===== config.mk =====
export PLATFORM = sky130hd
export DESIGN_NAME = idle_standby_timer
export DESIGN_NICKNAME = d
export VERILOG_FILES = /design/src/rtl/idle_standby_timer.sv
export SDC_FILE = /design/constraint.sdc
export NUM_CORES = 1
export LEC_CHECK = 0
export BUFFER_PORTS_ARGS = -buffer_cell sky130_fd_sc_hd__buf_4
export CAP_MARGIN = 20
export CORE_MARGIN = 2
export CORE_UTILIZATION = 44
export DETAILED_ROUTE_END_ITERATION = 10
export GPL_TIMING_DRIVEN = 0
export PLACE_DENSITY = 0.78
export SYNTH_ARGS = -nofsm -noshare
export SYNTH_HDL_FRONTEND = slang
export SYNTH_SLANG_ARGS = --single-unit

===== constraint.sdc =====
create_clock -name clk -period 2.75 [get_ports clk]
set_clock_uncertainty 0.2 [all_clocks]
set_input_delay 0.6875 -clock clk [delete_from_list [all_inputs] [get_ports clk]]
set_output_delay 0.6875 -clock clk [all_outputs]
set_load 0.01 [all_outputs]

===== src/rtl/idle_standby_timer.sv =====
module idle_standby_timer #(
  parameter int CW  = 8,
  parameter int NEV = 19
) (
  input  logic           clk,
  input  logic           rst_n,
  input  logic           tick_i,
  input  logic           freeze_i,
  input  logic           activity_i,
  input  logic [NEV-1:0] evt_i,
  input  logic [NEV-1:0] evt_en_i,
  input  logic           evt_all_en_i,
  input  logic           init_we_i,
  input  logic [CW-1:0]  init_wdata_i,
  input  logic           run_we_i,
  input  logic           run_wdata_i,
  input  logic           sts_clr_i,
  output logic           smi_req_o,
  output logic           idle_sts_o
);

  localparam logic [CW-1:0] ONE = CW'(1);

  logic [CW-1:0] init_q, cnt_q, load_val;
  logic          run_q, smi_q, sts_q;
  logic          ev_hit, start, ext_reload, step, expire;

  assign load_val   = init_we_i ? init_wdata_i : init_q;
  assign ev_hit     = evt_all_en_i & |(evt_i & evt_en_i);
  assign start      = run_we_i & run_wdata_i;
  assign ext_reload = start | activity_i | ev_hit;
  assign step       = run_q & tick_i & ~freeze_i & ~ext_reload;
  assign expire     = step & (cnt_q <= ONE);

  always_ff @(posedge clk or negedge rst_n) begin
    if (!rst_n) begin
      init_q <= '0;
      run_q  <= 1'b0;
    end else begin
      if (init_we_i) init_q <= init_wdata_i;
      if (run_we_i)  run_q  <= run_wdata_i;
    end
  end

  always_ff @(posedge clk or negedge rst_n) begin
    if (!rst_n)                   cnt_q <= '0;
    else if (ext_reload | expire) cnt_q <= load_val;
    else if (step)                cnt_q <= cnt_q - ONE;
  end

  always_ff @(posedge clk or negedge rst_n) begin
    if (!rst_n) begin
      smi_q <= 1'b0;
      sts_q <= 1'b0;
    end else begin
      smi_q <= expire;
      if (expire)         sts_q <= 1'b1;
      else if (sts_clr_i) sts_q <= 1'b0;
    end
  end

  assign smi_req_o  = smi_q;
  assign idle_sts_o = sts_q;

  AST_SMI_SETS_STS: assert property (@(posedge clk) disable iff (!rst_n)
    smi_req_o |-> idle_sts_o);

  AST_STS_STICKY: assert property (@(posedge clk) disable iff (!rst_n)
    (idle_sts_o && !sts_clr_i) |=> idle_sts_o);

  AST_STOPPED_NO_SMI: assert property (@(posedge clk) disable iff (!rst_n)
    (!run_q && !start) |=> !smi_req_o);

  AST_FREEZE_HOLD: assert property (@(posedge clk) disable iff (!rst_n)
    (freeze_i && !activity_i && !run_we_i && !ev_hit) |=> $stable(cnt_q));

  AST_ACTIVITY_RELOAD: assert property (@(posedge clk) disable iff (!rst_n)
    activity_i |=> (cnt_q == $past(load_val)));

  AST_GLOBAL_BLOCK: assert property (@(posedge clk) disable iff (!rst_n)
    (!evt_all_en_i && !activity_i && !run_we_i && !tick_i) |=> $stable(cnt_q));

  AST_RELOAD_BEATS_TICK: assert property (@(posedge clk) disable iff (!rst_n)
    (tick_i && (activity_i || ev_hit)) |=> !smi_req_o);

endmodule


==> results of run 1 <==
-- sequential cells by signal, summed over array words and instances (netlist names) --
signal,count
idle_sts_o,1
run_q,1
cnt_q,8
init_q,8
smi_req_o,1
-- layout by cell type (no fill, tap or decap), drive strengths merged --
master and count:
nand2b 1, nor2 9, nor3 5, o21ai 7
mux2 8, nand4 1, buf 58, nand3b 1
inv 9, dfrtp 19, a21oi 2, clkbuf 4
o22ai 1, a22oi 7, nor4 1, clkinv 1
nand2 6, o2bb2ai 3, and2 1, ha 2
o2111ai 1, mux2i 8, a221oi 3, a222oi 1
a22o 2, nand3 2
-- power breakdown --
| part | total, uW | leakage [uW] | internal [uW] | switching (uW) |
|---|---|---|---|---|
| clock | 143 | 0.0000177 | 54.3 | 89.2 |
| combinational | 178 | 0.000546 | 103 | 75.0 |
| sequential | 340 | 0.000227 | 312 | 27.7 |
| total | 661 | 0.000790 | 470 | 192 |
-- final cells by class --
type,count,share of cell area (%)
Clock inverter,1,0.321
Clock buffer,3,1.44
Multi-Input combinational cell,72,35.1
Inverter,9,2.17
Timing Repair Buffer,56,27.0
Buffer,3,1.28
Tap cell,28,2.25
Sequential cell,19,30.5
-- cells by family after synthesis --
| family | share of synthesized area (%) |
|---|---|
| DFF | 44.2 |
| muxes | 15.8 |
| buffers and inverters | 5.00 |
| adders and majority gates | 2.33 |
| and+or+nand+nor | 12.7 |
| AOI/OAI and AO/OA | 20.0 |
-- path summary, 6_finish.rpt --
path | endpoint | slack (ns) | cells after the start
max | cnt_q[0]$_DFFE_PN0P_ | 0.50 | 8
min | init_q[5]$_DFF_PN0_ | 0.04 | 1
max reg2reg | cnt_q[3]$_DFFE_PN0P_ | 0.60 | 7
min reg2reg | init_q[7]$_DFF_PN0_ | 0.31 | 1
max in group asynchronous | init_q[1]$_DFF_PN0_ | 2.11 | 1
min in group clk | init_q[7]$_DFF_PN0_ | 0.31 | 1
-- routing by layer --
metal | global-route usage (%) | wire [um] | share of wire, % | up-vias
met5 | 0 | 0 | 0 | -
met4 | 3.42 | 31 | 1.1 | 0
met3 | 5.93 | 126 | 4.5 | 4
met2 | 40.9 | 1480 | 53 | 29
met1 | 25.0 | 1140 | 41 | 500
li1 | - | - | - | 499
-- metrics by stage --
stage	util [%]	hold WS, ns	setup WS, ns	std cells	area (um2)
floorplan	-	0.192	0.510	103	1080
global placement	67.9	0.282	0.224	187	1530
detailed placement	67.9	0.289	0.198	187	1530
CTS	69.1	0.0364	0.504	191	1560
global route	69.1	0.0366	0.388	191	1560
finish	69.1	0.0379	0.505	191	1560
-- critical path: stages --
cell and delay [ns]:
sky130_fd_sc_hd__buf_4 0.11, sky130_fd_sc_hd__a22o_1 0.24, sky130_fd_sc_hd__a221oi_2 0.17, sky130_fd_sc_hd__nand4_1 0.14, sky130_fd_sc_hd__o21ai_2 0.23, sky130_fd_sc_hd__nand3b_1 0.18, sky130_fd_sc_hd__buf_2 0.24, sky130_fd_sc_hd__a221oi_2 0.26
==> results by stage, run 1 <==
Logic synthesis:
- The synthesized netlist occupies a cell area of 1080 um2.
- Counting instances in the post-synthesis netlist gives the leading cell types as sky130_fd_sc_hd__dfrtp_1 (19), sky130_fd_sc_hd__inv_1 (9), sky130_fd_sc_hd__nor2_1 (9).
- In this run, synthesis produced a sequential element count of 19.
- For this run, the leading register cell type out of synthesis is sky130_fd_sc_hd__dfrtp_1.
- The sequential share of the synthesized area is 44.2%.
- The number of nets handed over by synthesis was 161.
- Synthesis handed over a netlist of 103 instances.
- The synthesis warning total is 0.
- The share of synthesized registers carrying an async set or reset is 100%.
- In the post-synthesis netlist, the biggest area contributors are sky130_fd_sc_hd__dfrtp_1 (44%), sky130_fd_sc_hd__mux2_2 (8.4%), sky130_fd_sc_hd__mux2i_1 (7.4%), sky130_fd_sc_hd__a22oi_1 (4.9%), sky130_fd_sc_hd__a221oi_2 (4.2%).
- The top cell type by total area after synthesis is sky130_fd_sc_hd__dfrtp_1.
- The synthesized design contains 0 enable-type register cells.
- Averaged over all synthesized cells, the footprint is 10.4 um2.
- The most common cell in the synthesized netlist is sky130_fd_sc_hd__dfrtp_1.
- Of the post-synthesis cell area, the dominant cell type holds 44.2%.
- The unique cell type count in the Yosys netlist is 28.

Floorplan:
- For this configuration, the core starts out at a cell density of 47.7%.
- The number of core rows is 17.
- The core footprint is 2250 um2.
- The I/O pin count is 58.
- The die is 53.5 um tall.
- The die covers 2860 um2.
- The chip width is 53.5 um.

Clock tree:
- The clock transition at the registers of the reported paths is 0.11 ns.
- The number of clock sinks is 19.
- CTS built an H-tree with a depth of 1.
- Gates resized during post-CTS repair numbered 0.
- TritonCTS created 3 clock buffers.
- TritonCTS built the clock tree.
- The number of hold-repair buffers added at the cts stage is 0.
- Once the clock tree was built, the setup fixing pass inserted 0 buffers.
- The buffer cell driving the clock tree root is sky130_fd_sc_hd__clkbuf_4.
- The clock insertion delay at the later pin of the skew report is 0.30 ns.
- The worst-case clock buffer depth is 2.

Timing:
- The shortest period the worst path allows is 2.25 ns.
- The number of pins with negative max-slew slack in the final report was 0.
- The total of endpoints with negative setup slack in the final report is 0.
- Setup repair after global routing left no endpoint under its margin.
- The worst max-slew margin expressed relative to the limit is 70.3%.
- The hold violation count in the final report came to 0.
- Summed over all failing endpoints, the final setup total negative slack is 0 ns.
- Of the available clock period, the critical path in the final layout requires 81.6%.
- The achievable frequency is 445 MHz.
- The transition time at the pin with the least slew margin is 0.446 ns.

Setup path:
- STA puts the critical path data required time at 2.76 ns.
- The worst setup path is launched from a primary input.
- In this run the worst path has a maximum fanout of 10.
- The type of the setup path with the least slack is primary input to register.
- The worst register-to-register path begins at cnt_q[0]$_DFFE_PN0P_.
- The worst setup path is captured at a register.
- The arrival time reported for the critical path endpoint is 2.26 ns.
- The timing startpoint of the critical path is evt_i[0].

GRT:
- The number of global-route vias before repair was 1051.
- The first-pass GRT wire length is 4.56 mm.
- The pin count of the biggest net entering global routing is 20.
- For this run, the total global-route usage over all layers was measured as 22.0%.
- For this run the aggregate overflow at the end of global routing stands at 0.
- The initial antenna violation count was 0.

Drt:
- The number of vias per cell is 5.40.
- After detailed routing, the number of remaining DRC violations is 0.
- The count of nets left with antenna violations once routing finished came out at 0.
- The detailed router finished its first iteration with 17 violations.
- Dividing the detail-routed wire length by the instance count gives 14.5 um.
- After detailed routing, the total wire length is 2.78 mm.
- The first-pass iteration count of the detailed router is 4.
- Summing over every cut layer, the via total after detailed routing is 1032.

Power:
- For this design the static power due to leakage is 0.000790 uW.
- The overall power consumption is 661 uW.
- Dividing total power by cell area gives a power density of 424 nW/um2.
- The worst-case IR drop observed on VDD is 0.401 mV.

Layout:
- The antenna diode count is 0.
- In the final layout, flip-flops and latches occupy 475 um2.
- The layout overhead on the synthesized area is 44.9%.
- The multi-input combinational cell area is 547 um2.
- The post-layout net count is 222.
- After filler insertion, the fill cell instance count of the layout stands at 201.
- In the final layout, the share of cells above drive strength 1 is 46.0%.

Placed design:
- The congestion estimate from routability-driven global placement came to 0.850.
- Port buffering added 56 buffers.
- The half-perimeter wire length after detailed placement is 2.28 mm.

Job:
- The number of maximum-capacitance violations is 0.

Run status:
- The run finished with clean final reports.

Min path:
- The path type of the worst min-delay path is primary input to async pin.
Power figures use the tool's default switching activity.
==> run 2: changes to the inputs <==
Settings changed: ABC_AREA from default to 1, CORE_UTILIZATION 44 to 46.
Clock period 2.75 ns to 2.35 ns, I/O delays scaled along.
==> run 2 against run 1 <==
  * Core utilization up 0.074 points
  * Area after synthesis increased by 14%
  * First-iteration DRC count grew to 2.8 times the previous value
  * Global-route usage shrank 0.20 points
  * Final cell count grew 38%
  * Clock power increased by 16%
  * Critical path type is now register to register
  * Largest cell class unchanged
  * Total power rose by 20%
  * Non-clock buffer count rose by 3
  * Die area rose by 8.5%
  * Register-to-register slack lost 0.09 ns
==> results by stage, run 2 <==
Drt:
- The DRC violation count after routing is 0 (unchanged).
- The DRC marker count from the first detailed-route iteration came to 47 (+30).
- The detailed-route via count came to 1285 (+25%).
- The number of vias per cell is 4.87 (-9.9%).
- The first-pass iteration count of the detailed router is 4 (unchanged).
- The post-detailed-route wirelength per cell is 11.7 um (-20%).
- The sum of routed wire length over all layers is 3.08 mm (+11%).
- The number of routed nets with antenna violations was 0 (unchanged).

Logic synthesis:
- The top cell type by total area after synthesis is sky130_fd_sc_hd__dfrtp_1.
- The share of synthesized registers carrying an async set or reset is 100% (unchanged).
- The portion of synthesized cell area occupied by the leading cell type was 38.7% (-5.5 points).
- Ranked by total cell area, the synthesized netlist is headed by sky130_fd_sc_hd__dfrtp_1 (39%), sky130_fd_sc_hd__nand2_1 (20%), sky130_fd_sc_hd__inv_1 (7.6%), sky130_fd_sc_hd__xnor2_1 (4.3%), sky130_fd_sc_hd__nand3_1 (4.1%).
- The number of storage elements in the synthesis netlist is 19 (unchanged).
- The synthesis warning total is 0 (unchanged).
- The net count after synthesis came to 230 (+43%).
- Sorting the synthesized cells by how often they occur yields sky130_fd_sc_hd__nand2_1 (66), sky130_fd_sc_hd__inv_1 (25), sky130_fd_sc_hd__dfrtp_1 (19).
- The mean area per synthesized cell is 7.14 um2 (-32%).
- The cell count after synthesis is 172 (+67%).
- The cell area after synthesis came to 1230 um2 (+14%).
- The most used flip-flop cell after synthesis is sky130_fd_sc_hd__dfrtp_1.
- The most common cell in the synthesized netlist is sky130_fd_sc_hd__nand2_1.
- The sequential share of the synthesized area was 38.7% (-5.5 points).
- The unique cell type count in the Yosys netlist is 23 (-18%).
- The number of enable-type register cells in the synthesized netlist is 0 (unchanged).

Setup path:
- The critical path buffer and inverter count is 2 (unchanged).
- STA classifies the critical path startpoint as a register.
- The type of the setup path with the least slack is register to register.
- The number of cells on the worst reg-to-reg path came to 8 (+1).
- The worst reg-to-reg setup slack is 0.51 ns (-0.09 ns).
- The delay of the slowest cell on the worst path is 0.42 ns (+0.16 ns).
- In this design, the largest share of critical-path delay is due to flip-flops.
- The data required time at the worst endpoint was 2.34 ns (-0.42 ns).
- The largest driver fanout on the critical path was 10 (unchanged).
- The reg-to-reg critical path endpoint is cnt_q[3]$_DFFE_PN0P_.
- In this run the critical register-to-register path is launched from cnt_q[0]$_DFFE_PN0P_.
- The master of the slowest instance on the critical path is sky130_fd_sc_hd__dfrtp_1.
- Traced cell by cell, the critical path runs through inv_1 > ha_1 > o21a_1 > nand4_2 > buf_6 > nand4_1 > nand3_1 > nand2_1.
- The arrival time reported for the critical path endpoint is 1.83 ns (-0.43 ns).
- The worst setup path is captured at a register.

Layout:
- The fraction of the core area covered by cells at the end of the flow was 69.2% (+0.074 points).
- The number of filler instances in the final layout is 213 (+6.0%).
- The fraction of final layout cells with drive strength greater than 1 was 30.3% (-16 points).
- The library cell used most frequently in the layout, excluding fill and tap cells, is sky130_fd_sc_hd__nand2_1.
- The post-layout net count is 293 (+32%).
- The count of non-filler cells in the finished layout came to 264 (+38%).
- In the layout the commonest cells are sky130_fd_sc_hd__nand2_1 (66), sky130_fd_sc_hd__buf_4 (58), sky130_fd_sc_hd__inv_1 (25), sky130_fd_sc_hd__dfrtp_1 (19), sky130_fd_sc_hd__nor2_1 (13).
- The antenna diode count is 0 (unchanged).
- The largest registers in the layout are cnt_q (8), init_q (8).
- From synthesis to final layout, the design area changed by 40.8%.

Timing:
- The total of endpoints with negative setup slack in the final report is 0 (unchanged).
- Setup repair after global routing left no endpoint under its margin.
- The number of pins with negative max-slew slack in the final report came to 0 (unchanged).
- The final critical-path share of the clock period is 78.3%.
- The transition time at the pin with the least slew margin was 0.370 ns (-0.0765 ns).
- The worst max-slew margin expressed relative to the limit is 75.4% (+5.1 points).
- The hold violation count in the final report is 0 (unchanged).
- Derived from the worst setup path, the maximum achievable clock frequency is 543 MHz.
- After layout, the minimum clock period comes to 1.84 ns.
- The total negative slack is 0 ns (unchanged).

Min path:
- The worst hold path was traced through 2 stages.
- The worst hold path terminates at idle_sts_o$_DFFE_PN0P_.
- In this run the worst hold path is classified as primary input to register.
- The worst hold path startpoint is sts_clr_i.

Clock tree:
- The TritonCTS clock tree is yes.
- The buffer cell driving the clock tree root is sky130_fd_sc_hd__clkbuf_4.
- The H-tree level count came to 1 (unchanged).
- The worst-case clock buffer depth came to 2 (unchanged).
- The number of clock sinks is 19 (unchanged).
- The clock transition at the registers of the reported paths is 0.11 ns (about the same).
- The TritonCTS buffer count is 3 (unchanged).
- The clock insertion delay at the later pin of the skew report is 0.30 ns (about the same).

Placed design:
- The half-perimeter wire length after detailed placement came to 2.52 mm (+10%).
- The placed instance count is 259 (+39%).
- The number of buffer cells added on primary ports came to 57 (+1.8%).
- The routability congestion estimate was 0.863 (+1.4%).

GRT:
- The first-pass GRT wire length is 5.51 mm (+21%).
- The pin count of the biggest net entering global routing was 20 (unchanged).
- The initial antenna violation count was 0 (unchanged).
- The total overflow reported by the global router is 0 (unchanged).
- The global-route usage over all layers is 21.8% (-0.20 points).
- The number of global-route vias before repair is 1275 (+21%).

Run status:
- The flow ran to the end, and the final reports show no timing, DRC or antenna violations.

Power:
- The total power divided by cell area is 459 nW/um2 (+8.3%).
- The maximum VDD drop was 0.406 mV (+1.3%).
- The leakage power was 0.000961 uW (+22%).

Floorplan:
- The starting density of the core is 49.1% (+1.4 points).
- The die footprint came to 3100 um2 (+8.5%).
- The I/O pin count is 58 (unchanged).
- The height of the chip is 55.7 um (+4.2%).
- The chip width is 55.7 um (+4.2%).
- The number of core rows is 18 (+1).
- The core footprint is 2500 um2 (+11%).

Job:
- The number of maximum-capacitance violations is 0 (unchanged).
run 2: cell count changes after synthesis, sizes merged, moves of 5 or more:
cell / change
a22oi: -7
inv: +16
mux2: -7
mux2i: -8
nand2: +60
nand3: +10
nand4: +8
nor2: +5
nor3: -5
xnor2: +6
run 2: worst max-delay path by stage:
stage / to / from / slack, ns / depth (start not counted)
3_3_place_gp: cnt_q[4]$_DFFE_PN0P_ / evt_i[10] / 0.42 / 11
5_1_grt: cnt_q[7]$_DFFE_PN0P_ / cnt_q[0]$_DFFE_PN0P_ / 0.40 / 8
4_1_cts: cnt_q[6]$_DFFE_PN0P_ / cnt_q[0]$_DFFE_PN0P_ / 0.51 / 8
2_1_floorplan: cnt_q[5]$_DFFE_PN0P_ / evt_i[14] / 0.66 / 10
6_report: cnt_q[3]$_DFFE_PN0P_ / cnt_q[0]$_DFFE_PN0P_ / 0.51 / 8
3_5_place_dp: cnt_q[2]$_DFFE_PN0P_ / evt_i[10] / 0.34 / 10
run 2: repair_timing:
item	4_1_cts	5_1_grt
endpoints found under the setup margin	0	0
resized for setup	0	0
hold buffers	1	0
setup buffers	0	0
hold endpoints to repair	19	0
run 2: final cells by class:
class	count	area [um2]	share of cell area, %
plain buffers	4	33.8	1.95
well taps	30	37.5	2.17
multi-input cells	123	621	35.9
flip-flops and latches	19	475	27.5
clock buffers	4	26.3	1.52
repair buffers	58	438	25.3
inverters	26	98.8	5.71
run 2: per-stage QoR:
stage / hold slack, ns / worst slack, ns / power, uW / cell area (um2)
3_5_place_dp: 0.273 / 0.342 / 634 / 1690
2_1_floorplan: 0.0919 / 0.665 / 523 / 1230
4_1_cts: 0.273 / 0.510 / 798 / 1730
6_report: 0.266 / 0.509 / 795 / 1730
3_3_place_gp: 0.273 / 0.418 / 622 / 1690
5_1_grt: 0.261 / 0.400 / 850 / 1730
run 2: layer usage:
metal,up-vias,wire length [um],GRT usage [%]
met5,-,0,0
met4,0,19,3.48
met3,5,186,5.81
met2,38,1570,38.4
met1,583,1310,26.9
li1,659,-,-
run 2: logic make-up after synthesis:
group                      count (synthesis)  synth area share, %
DFF                                       19                 38.7
buffers and inverters                     30                 10.8
muxes                                      1                0.916
xor gates and xnor gates                   6                 4.28
and+or+nand+nor                          102                 37.0
adders and majority gates                  2                 2.04
AOI/OAI and AO/OA                         12                 6.31
run 2: worst reg2reg max path, stage by stage (launching register included):
cell and delay (ns):
sky130_fd_sc_hd__dfrtp_1 0.42, sky130_fd_sc_hd__inv_1 0.09, sky130_fd_sc_hd__ha_1 0.26, sky130_fd_sc_hd__o21a_1 0.23, sky130_fd_sc_hd__nand4_2 0.11, sky130_fd_sc_hd__buf_6 0.16
sky130_fd_sc_hd__nand4_1 0.10, sky130_fd_sc_hd__nand3_1 0.10, sky130_fd_sc_hd__nand2_1 0.07
run 2: where the power goes:
group	leakage [uW]	switching [uW]	internal (uW)
Sequential	0.000220	28.0	362
Clock	0.0000150	99.9	66.2
Combinational	0.000726	114	125
Total	0.000961	242	553
==> run 3: changes to the inputs <==
Settings changed: ABC_AREA 1 to 0, CORE_UTILIZATION 46 to 44.
Clock period 2.35 ns to 1.7 ns, I/O delays scaled along.
==> run 3 against run 2 <==
  * The flow now finishes with violations (setup timing)
  * Combinational power grew 45%
  * Non-clock buffer count grew 8
  * Final area shrank 0.36%
  * Largest cell class unchanged
==> results by stage, run 3 (synthesized netlist as in run 1, its figures left out) <==
Setup path:
- The delay of the slowest cell on the worst path is 0.44 ns (+0.02 ns).
- The arrival time reported for the critical path endpoint was 1.91 ns (+0.08 ns).
- The category of the worst setup path launch point is a register.
- The critical path buffer and inverter count is 2 (unchanged).
- The data required time at the worst endpoint is 1.70 ns (-0.64 ns).
- Walking the worst path, the cells encountered are inv_1 > ha_2 > o2111ai_4 > nand3_4 > buf_6 > mux2i_2 > a22oi_1.
- The largest driver fanout on the critical path was 6 (-4).
- Broken down by cell family, the worst path's largest delay share belongs to flip-flops.
- The critical path is of the register to register type.
- The master of the slowest instance on the critical path is sky130_fd_sc_hd__dfrtp_1.
- The endpoint kind of the worst setup timing path is a register.

GRT:
- The global-route usage over all layers came to 24.8% (+3.1 points).
- The first-pass GRT wire length came to 4.86 mm (-12%).
- The number of global-route vias before repair came to 1127 (-12%).
- The initial antenna violation count is 0 (unchanged).
- The pin count of the biggest net entering global routing is 20 (unchanged).
- The total overflow reported by the global router is 0 (unchanged).

Clock tree:
- The clock insertion delay at the later pin of the skew report is 0.31 ns (about the same).
- The number of clock sinks is 19 (unchanged).
- The clock transition at the registers of the reported paths came to 0.11 ns (about the same).
- The TritonCTS buffer count came to 3 (unchanged).
- The TritonCTS clock tree is yes.
- The buffer cell driving the clock tree root is sky130_fd_sc_hd__clkbuf_4.
- The worst-case clock buffer depth is 2 (unchanged).
- The H-tree level count is 1 (unchanged).

Timing:
- The final critical-path share of the clock period was 112% (+34 points).
- The number of pins with negative max-slew slack in the final report is 0 (unchanged).
- The hold violation count in the final report is 0 (unchanged).
- The total of endpoints with negative setup slack in the final report is 8 (+8).
- The transition time at the pin with the least slew margin is 0.509 ns (+0.139 ns).
- The shortest period the worst path allows was 1.91 ns (+0.0704 ns).
- The post-route worst setup slack is -0.211 ns (-0.720 ns).
- Setup repair after global routing could not meet its margin everywhere.
- The worst max-slew margin expressed relative to the limit is 65.8% (-9.6 points).
- The achievable frequency came to 523 MHz (-3.7%).
- The minimum hold slack came to 0.0858 ns (-0.180 ns).

Floorplan:
- The die footprint is 2860 um2 (-7.8%).
- The I/O pin count was 58 (unchanged).
- The number of core rows is 17 (-1).
- The core footprint is 2250 um2 (-9.8%).
- The chip width is 53.5 um (-4.0%).
- The starting density of the core was 47.7% (-1.4 points).
- The height of the chip is 53.5 um (-4.0%).

Drt:
- The first-pass iteration count of the detailed router is 4 (unchanged).
- The detailed-route via count is 1103 (-14%).
- The sum of routed wire length over all layers is 3.09 mm (+0.16%).
- The DRC marker count from the first detailed-route iteration is 16 (-66%).
- The post-detailed-route wirelength per cell was 15.3 um (+31%).
- The DRC violation count after routing is 0 (unchanged).
- The number of vias per cell is 5.46 (+12%).
- The number of routed nets with antenna violations is 0 (unchanged).

Placed design:
- The half-perimeter wire length after detailed placement is 2.17 mm (-14%).
- The number of buffer cells added on primary ports is 56 (-1.8%).
- The placed instance count is 187 (-28%).
- The routability congestion estimate was 0.854 (-0.97%).

Run status:
- The flow ran to the end, but the final reports show violations.
- The final reports fail on setup timing.

Layout:
- The most common cell after layout, fill and taps aside is sky130_fd_sc_hd__buf_4.
- The fraction of final layout cells with drive strength greater than 1 is 54.0% (+24 points).
- In the final layout, the registers with the most flip-flops are cnt_q (8), init_q (8).
- The antenna diode count was 0 (unchanged).
- In the layout the commonest cells are sky130_fd_sc_hd__buf_4 (62), sky130_fd_sc_hd__dfrtp_1 (19), sky130_fd_sc_hd__nor2_1 (9), sky130_fd_sc_hd__inv_1 (9), sky130_fd_sc_hd__mux2_2 (8).
- The count of non-filler cells in the finished layout was 202 (-23%).
- The number of filler instances in the final layout was 145 (-32%).
- The layout overhead on the synthesized area is 60.2%.
- The post-layout net count came to 233 (-20%).

Job:
- The number of maximum-capacitance violations is 0 (unchanged).

Power:
- The relative contribution of combinational cells to total power is 30.1% (about the same).
- The total power divided by cell area is 666 nW/um2 (+45%).
- The part of the power in registers came to 49.1% (about the same).
- The leakage power is 0.000846 uW (-12%).
- The switching power as a share of total power is 30.8% (+0.41 points).
- The total internal power is 795 uW (+44%).
- The maximum VDD drop is 0.663 mV (+63%).
- The proportion of power drawn by the clock network was 20.8% (about the same).
- The net switching power of the design is 354 uW (+46%).

Min path:
- The path type of the worst min-delay path is primary input to register.
run 3: cell count changes in the layout (fill, tap and decap cells not counted), moves of 5 or more:
cell                      before  now
sky130_fd_sc_hd__a22oi_1       0    7
sky130_fd_sc_hd__inv_1        25    9
sky130_fd_sc_hd__o21ai_1       0    5
sky130_fd_sc_hd__nand4_1       8    1
sky130_fd_sc_hd__mux2_2        1    8
sky130_fd_sc_hd__mux2i_1       0    6
sky130_fd_sc_hd__xnor2_1       6    0
sky130_fd_sc_hd__nand3_1      10    1
sky130_fd_sc_hd__nand2_1      66    6
sky130_fd_sc_hd__o21ai_0       8    0
run 3: worst paths after layout:
path                                           start                endpoint  slack (ns)  cells after the start
worst max-delay path            cnt_q[0]$_DFFE_PN0P_    cnt_q[6]$_DFFE_PN0P_       -0.21                      7
worst min-delay path                       sts_clr_i  idle_sts_o$_DFFE_PN0P_        0.09                      2
worst max register to register  cnt_q[0]$_DFFE_PN0P_    cnt_q[6]$_DFFE_PN0P_       -0.21                      7
worst min register to register   init_q[7]$_DFF_PN0_     init_q[7]$_DFF_PN0_        0.31                      1
max in group asynchronous                      rst_n       run_q$_DFFE_PN0P_        0.79                      2
min in group asynchronous                      rst_n  idle_sts_o$_DFFE_PN0P_        0.31                      2
run 3: power by group through the flow:
stage / clock (uW) / combinational, uW / sequential [uW]
after floorplan: 0 / 153 / 545
after global placement: 0 / 275 / 554
after detailed placement: 0 / 286 / 559
after CTS: 235 / 322 / 552
after global routing: 256 / 381 / 570
final: 239 / 346 / 564
run 3: metrics by stage:
stage          utilization (%)  area [um2]  power, uW  worst slack [ns]  TNS, ns
2_1_floorplan                -        1080        699            -0.278    -2.11
3_3_place_gp              67.9        1530        829            -0.523    -4.35
3_5_place_dp              67.9        1530        845            -0.569    -4.64
4_1_cts                   73.6        1660       1110            -0.188    -1.35
5_1_grt                   76.5        1720       1210            -0.293    -2.15
6_report                  76.5        1720       1150            -0.211    -1.38
run 3: area by class of cell:
type / count / area [um2] / area share, %
multi-input combinational: 72 / 606 / 35.1
buffer: 3 / 22.5 / 1.31
tap: 28 / 35.0 / 2.03
clock inverter: 1 / 5.00 / 0.290
inverter: 9 / 33.8 / 1.96
clock buffer: 3 / 22.5 / 1.31
sequential: 19 / 475 / 27.6
timing repair buffer: 67 / 524 / 30.4
run 3: layer usage:
metal / vias to the layer above / track usage (%) / part of all wire (%)
met4: 0 / 12.4 / 3.0
met5: - / 0 / 0
met3: 9 / 6.78 / 4.2
met2: 35 / 45.9 / 57
li1: 521 / - / -
met1: 538 / 25.0 / 36
run 3: worst register-to-register path: stages, from the launching register on:
cell                        delay [ns]
sky130_fd_sc_hd__dfrtp_1          0.44
sky130_fd_sc_hd__inv_1            0.08
sky130_fd_sc_hd__ha_2             0.22
sky130_fd_sc_hd__o2111ai_4        0.23
sky130_fd_sc_hd__nand3_4          0.17
sky130_fd_sc_hd__buf_6            0.16
sky130_fd_sc_hd__mux2i_2          0.18
sky130_fd_sc_hd__a22oi_1          0.12
run 3: timing repair:
item,4_1_cts,5_1_grt
endpoints found under the hold margin,19,0
buffers inserted,7,3
endpoints found under the setup margin,8,8
pin swaps,5,3
gates resized for setup,8,9
hold buffers,1,0
gates cloned,0,0
